[config.mk]
export PLATFORM = sky130hd
export DESIGN_NAME = nand_strobe_seq
export DESIGN_NICKNAME = d
export VERILOG_FILES = /design/src/rtl/nand_strobe_seq.sv
export SDC_FILE = /design/constraint.sdc
export NUM_CORES = 1
export LEC_CHECK = 0
export BUFFER_PORTS_ARGS = -buffer_cell sky130_fd_sc_hd__buf_4
export CAP_MARGIN = 40
export CORE_ASPECT_RATIO = 0.7
export CORE_UTILIZATION = 52
export CTS_CLUSTER_SIZE = 12
export DETAILED_ROUTE_END_ITERATION = 10
export PLACE_DENSITY = 0.78
export SLEW_MARGIN = 20
export SYNTH_ARGS = -nofsm -noshare
export SYNTH_HDL_FRONTEND = slang
export SYNTH_SLANG_ARGS = --single-unit
[constraint.sdc]
create_clock -name clk -period 2.93 [get_ports clk]
set_input_delay 0.586 -clock clk [delete_from_list [all_inputs] [get_ports clk]]
set_output_delay 0.586 -clock clk [all_outputs]
set_load 0.01 [all_outputs]
[src/rtl/nand_strobe_seq.sv]
module nand_strobe_seq #(
  parameter int CS_NUM  = 4,
  parameter int ADDR_W  = 8,
  parameter int ALE_BIT = 3,
  parameter int CLE_BIT = 4
) (
  input  logic                      clk,
  input  logic                      rst_n,
  input  logic [31:0]               cfg_word,
  input  logic [CS_NUM-1:0]         cs_mode,
  input  logic                      req,
  input  logic                      req_we,
  input  logic [$clog2(CS_NUM)-1:0] req_cs,
  input  logic [ADDR_W-1:0]         req_addr,
  input  logic [7:0]                req_wdata,
  output logic                      ack,
  output logic [7:0]                rdata,
  output logic [CS_NUM-1:0]         bus_cs_n,
  output logic                      bus_we_n,
  output logic                      bus_re_n,
  output logic                      bus_cle,
  output logic                      bus_ale,
  output logic [ADDR_W-1:0]         bus_addr,
  output logic [7:0]                bus_dout,
  output logic                      bus_doe,
  input  logic [7:0]                bus_din,
  input  logic                      wait_in,
  output logic                      dev_ready
);
  localparam int CS_W = $clog2(CS_NUM);

  typedef enum logic [2:0] {S_IDLE, S_TURN, S_SETUP, S_STRB, S_HOLD} st_t;

  st_t              st;
  logic [5:0]       cnt;
  logic [29:2]      cfg_q;
  logic             we_q, seen_q;
  logic [CS_W-1:0]  cs_q;
  logic [ADDR_W-1:0] addr_q;
  logic [7:0]       wd_q;
  logic [1:0]       rdy_sync;

  logic unused_cfg_bits;
  assign unused_cfg_bits = ^{cfg_word[31:30], cfg_word[1:0]};

  logic [5:0] setup_len, strb_len, hold_len, setup_new;
  assign setup_len = we_q   ? {2'b0, cfg_q[29:26]}  : {2'b0, cfg_q[16:13]};
  assign strb_len  = we_q   ? cfg_q[25:20]          : cfg_q[12:7];
  assign hold_len  = we_q   ? {3'b0, cfg_q[19:17]}  : {3'b0, cfg_q[6:4]};
  assign setup_new = req_we ? {2'b0, cfg_word[29:26]} : {2'b0, cfg_word[16:13]};

  wire last = (cnt == 6'd0);

  always_ff @(posedge clk or negedge rst_n) begin
    if (!rst_n) begin
      st     <= S_IDLE;
      cnt    <= '0;
      cfg_q  <= '0;
      we_q   <= 1'b0;
      seen_q <= 1'b0;
      cs_q   <= '0;
      addr_q <= '0;
      wd_q   <= '0;
      rdata  <= '0;
    end else begin
      case (st)
        S_IDLE: if (req) begin
          cfg_q  <= cfg_word[29:2];
          we_q   <= req_we;
          cs_q   <= req_cs;
          addr_q <= req_addr;
          wd_q   <= req_wdata;
          seen_q <= 1'b1;
          if (seen_q && (we_q != req_we)) begin
            st  <= S_TURN;
            cnt <= {4'b0, cfg_word[3:2]};
          end else begin
            st  <= S_SETUP;
            cnt <= setup_new;
          end
        end
        S_TURN: if (last) begin
          st  <= S_SETUP;
          cnt <= setup_len;
        end else cnt <= cnt - 6'd1;
        S_SETUP: if (last) begin
          st  <= S_STRB;
          cnt <= strb_len;
        end else cnt <= cnt - 6'd1;
        S_STRB: if (last) begin
          if (!we_q) rdata <= bus_din;
          st  <= S_HOLD;
          cnt <= hold_len;
        end else cnt <= cnt - 6'd1;
        S_HOLD: if (last) st <= S_IDLE;
                else cnt <= cnt - 6'd1;
        default: st <= S_IDLE;
      endcase
    end
  end

  always_ff @(posedge clk or negedge rst_n) begin
    if (!rst_n) rdy_sync <= 2'b00;
    else        rdy_sync <= {rdy_sync[0], wait_in};
  end
  assign dev_ready = rdy_sync[1];

  wire active   = (st == S_SETUP) || (st == S_STRB) || (st == S_HOLD);
  wire nand_sel = cs_mode[cs_q];

  assign bus_cs_n = active ? ~(CS_NUM'(1) << cs_q) : '1;
  assign bus_we_n = !((st == S_STRB) && we_q);
  assign bus_re_n = !((st == S_STRB) && !we_q);
  assign bus_cle  = active && nand_sel && addr_q[CLE_BIT];
  assign bus_ale  = active && nand_sel && addr_q[ALE_BIT] && !addr_q[CLE_BIT];
  assign bus_addr = addr_q;
  assign bus_doe  = active && we_q;
  assign bus_dout = wd_q;
  assign ack      = (st == S_HOLD) && last;
endmodule


* Word-level counts from Yosys, hierarchy flattened *
Cells that the tools add are included.

word-level totals
  flip-flop bits (word level) = 67
  bits of input ports = 67
  output and inout port bits = 35
  logic and storage cells = 69

cells by class
  $add $sub $neg = 1
  magnitude comparators = 1
  eq/ne operators = 11
  shift operators = 1
  multiplexer cells = 21
  bitwise gates (word level) = 2
  reduce and logical (&&, ||, !) cells = 22

operator list
  operator             count
  $mux 6               6
  $pmux 6 s5           1
  $mux 3               6
  $mux 4               4
  $pmux 3 s5           1
  $ne 2x2->1 const B   6
  $logic_and 1x1->1    9
  $eq 3x2->1 const B   2
  $logic_not 6->1      1
  $reduce_and 3->1     2
  $sub 6x1->6 const B  1
  $reduce_and 5->1     1
  $reduce_bool 5->1    1
  $logic_not 1->1      4
  $not 4->4            1
  $shl 1x2->4 const A  1
  $eq 3x1->1 const B   1
  $eq 3x3->1 const B   1
  $logic_not 3->1      1
  $lt 2x3->1 const B   1
  $bmux 1 s2           1
  $logic_or 1x1->1     2
  $mux 2               1
  $reduce_and 2->1     1
  3 further kinds      3

* Depth between registers and ports, before layout *
  word-level depth = 6
  gate-level depth with buffers = 8
  depth with buffers taken out = 7

* Worst setup path before layout *
Ideal clock, no wire load.

  path type = register to output
  start = reg st[0]
  end = out bus_ale
  arrival = 1526 ps
  data required time = 2344 ps
  setup slack = 818 ps
  cell stages (with the launch flop) = 7
  path buffers = 1
  cells stage by stage = dfrtp_1 buf_2 nor2_2 nand2_1 o21ai_0 nand2_1 nor3b_1

between the ends
  word-level cells in the longest chain between the ends = 6

ends and longest elaborated chain
  item                                 line  text
  start: declaration                   34    st_t st;
  start signal: assignment             56    st <= S_IDLE;
  start signal: assignment             75    st <= S_TURN;
  start signal: assignment             78    st <= S_SETUP;
  $eq 3x2->1                           108   wire active = (st == S_SETUP) || (st == S_STRB) || (st == S_HOLD);
  $logic_or 1x1->1                     108
  $logic_or 1x1->1 (*)                 108
  $logic_and 1x1->1 (*) (3 in series)  115   assign bus_ale = active && nand_sel && addr_q[ALE_BIT] && !addr_q[CLE_BIT];
  end: declaration                     22    output logic bus_ale,

Every way passes the cells marked *; elsewhere a longest branch is shown, timed or not.

* Worst setup path after layout *
  start = reg st[2]
  end = out bus_ale

The elaborated chain is that of the path after synthesis.

==> metrics.yaml <==
logic_synthesis:
  muxShareOfSynthArea_pct: 22.0
  synth_adder_area_share_pct: 0.388
  netlist-cell-type-count: 56
  yosysTopAreaCell: "dfrtp_1"
  netlist_area_um2: 3230
  synth-compound-area-share_pct: 11.9
  synth_top_area_share_pct: 50.4
  synth_top_family_by_area: "multiplexers"
  ys_ff_latch: 65
  synthTopCellsByArea: "dfrtp_1 50%, mux2_2 18%, mux2i_1 3.1%"
  synth-xor-area-share_pct: 0.543
  avgSynthCellArea_um2: 11.7
  synthArstFlopShare_pct: 100
  netlist_instances: 275
  yosys_warnings: 0
  synth.net_count: 343
  ys_seq_area_share_pct: 50.4
  synth-simple-area-share_pct: 11.2
  ys.flop_type: "dfrtp_1"
  synth_edf_count: 0
worst_setup_path:
  max_stage_delay_ns: 0.70
  path_common_cell: "nand2_1"
  timing.rr.start: "cnt[0]"
  reg2reg_slack_ns: 0.69
  path_cells: "nand2_1 > o21ai_0 > nand2_1 > nor3b_1 > buf_4"
  worstSetupEndpointType: "output port"
  crit_path_max_fanout: 17
  reg2reg_depth: 7
  cp_data_arrival_time_ns: 2.11
  cp_num_buf_inv: 1
  r2r_end: "cnt[5]"
  critPathSlowestCell: "dfrtp_1"
  cp_top_family: "flip-flops"
  required_ns: 2.34
  cp-start-kind: "register"
  critPathKind: "reg -> out"
global_route:
  grt_first_pass_wirelength_um: 11600
  use_met2_pct: 35.2
  grtUsageMet3_pct: 7.67
  grt_start_max_net_pins: 66
  antenna_found_initial: 0
  grt_pass1_vias: 2323
  met1_usage_pct: 35.2
  grt-busiest-layer: "met1"
  grt-ovfl-total: 0
  grt_use_total_pct: 24.3
power:
  swShare_pct: 36.0
  leakage_nw: 1.94
  clockPowerShare_pct: 19.4
  peakVddDrop_uv: 522
  internal_power_mw: 2.85
  switching_power_mw: 1.61
  power-per-cell-area_nw_per_um2: 1050
  seq_power_share_pct: 36.9
  combPwrFrac_pct: 43.7
clock_tree:
  h-tree-depth: 3
  clkTransAtPathRegs_ns: 0.08
  postCtsSetupBuffers: 0
  root_buffer: "clkbuf_8"
  clk_latency_ns: 0.34
  ctsHoldBuffers: 0
  cts_made_buffers: 9
  clkSinkCount: 65
  clock_path_buffers: 2
  cts_resized: 0
  cts_tree: "done"
die:
  die_h_um: 67.9
  dieArea_um2: 6530
  ios: 102
  start_util_pct: 55.2
  placementRows: 23
  fp.dieW_um: 96.1
  core-area_um2: 5840
sta:
  finalMaxSlewViolations: 0
  skew_ns: 0.0117
  hold_violations: 0
  fin_crit_sh_pct: 92.0
  maxSlewHeadroom_pct: 52.0
  whs_ns: 0.172
  finalSetupViolCount: 0
  fmax_mhz: 371
  worstMarginPinSlew_ns: 0.720
  min_period_ns: 2.70
  rsz0062_at_grt: "no"
  setup_tns_ns: 0
final_layout:
  nets: 440
  final_cell_mix: "101 x buf_4, 65 x dfrtp_1, 52 x mux2_2"
  fill_cells: 439
  drive_above_1_share_pct: 48.3
  finalInstanceArea_um2: 4260
  final_common_cell: "buf_4"
  antenna_cells: 0
  syn_to_final_growth_pct: 32.1
min_path:
  hold_path_class: "in -> async"
routing:
  wl_per_cell_um: 16.6
  drtIter0Drc: 164
  wirelength_um: 7490
  ant_nets: 0
  first_pass_iters: 4
  drcViolationCount: 0
  vias: 2527
  viasPerCell: 5.59
placement:
  port_buffers: 97
  globalplace.congestion: 0.901
  place_hpwl_um: 5440
  dpl_cell_area_um2: 4020
run_status:
  status: "completed"
run:
  max_cap_violations: 0
==> Yosys cell counts, types with 2 or more instances <==
cell / count
nand2b_1: 6
nor2_1: 10
mux2i_1: 10
nand3_1: 7
o21ai_0: 7
buf_2: 8
o311ai_0: 2
mux2_2: 52
o22ai_1: 2
or3_1: 3
o41ai_1: 2
a22o_1: 4
o221ai_1: 2
a211oi_1: 2
inv_1: 7
and2_1: 2
nand2_1: 19
nor3_1: 4
clkbuf_1: 5
nor2b_1: 2
nand3b_1: 2
o22a_1: 2
buf_1: 2
dfrtp_1: 65
a21oi_1: 13
o211ai_1: 5
==> cells by family (layout without fill, tap and decap cells) <==
family | Yosys count | count (layout)
AO/OA/AOI/OAI | 54 | 54
buffers and inverters | 25 | 127
XOR/XNOR | 2 | 2
flip-flops | 65 | 65
multiplexers | 63 | 63
adder cells (fa/ha/maj) | 1 | 1
AND/OR/NAND/NOR | 65 | 65
==> sequential cells by signal, summed over array words and instances, names as in the netlist, 2 cells and up <==
name,flops
cs_q,2
bus_addr,8
cnt,6
st,3
cfg_q,26
rdy_sync,2
bus_dout,8
rdata,8
==> cell type report <==
cell class | count | area, µm² | share of cell area (%)
Multi-Input combinational cell | 185 | 1490 | 34.9
Clock inverter | 7 | 101 | 2.38
Clock buffer | 9 | 124 | 2.91
Timing Repair Buffer | 103 | 798 | 18.7
Tap cell | 75 | 93.8 | 2.20
Sequential cell | 65 | 1630 | 38.2
Inverter | 8 | 30.0 | 0.705
==> how the worst max path moves through the flow <==
stage / slack [ns] / startpoint / endpoint / cells after the start
after CTS: 0.27 / cnt[0] / ack / 6
after global routing: 0.01 / st[2] / bus_ale / 5
final: 0.23 / st[2] / bus_ale / 5
after floorplan: 0.82 / st[0] / bus_ale / 6
after detailed placement: 0.68 / st[2] / bus_ale / 5
after global placement: 0.66 / cnt[0] / ack / 6
==> power groups by stage <==
stage / combinational, mW / sequential (mW) / clock, mW
after CTS: 1.94 / 1.64 / 0.879
after global routing: 2.13 / 1.70 / 0.910
after floorplan: 1.27 / 1.59 / 0
after detailed placement: 1.93 / 1.65 / 0
after global placement: 1.88 / 1.63 / 0
final: 1.95 / 1.65 / 0.863
==> worst reg2reg max path, stage by stage (launching register included) <==
cell and delay (ns):
dfrtp_1 0.42, inv_1 0.09, ha_1 0.27, nor3b_2 0.36
nand2_1 0.31, or3_1 0.47, o41ai_1 0.09, a22o_1 0.19
==> routing by layer <==
layer	vias to the layer above	routed length, µm	part of all wire [%]
met2	92	3370	45
met4	0	74	0.99
met5	-	0	0
li1	1205	-	-
met3	10	529	7.1
met1	1220	3520	47
==> stage by stage <==
step	std cells	total power, mW	utilization (%)	setup WS (ns)
final	452	4.46	72.9	0.235
after global routing	452	4.74	72.9	0.0115
after CTS	451	4.46	72.6	0.275
after detailed placement	435	3.59	68.8	0.680
after global placement	435	3.51	68.8	0.663
after floorplan	275	2.86	-	0.818
Power figures use the tool's default switching activity.
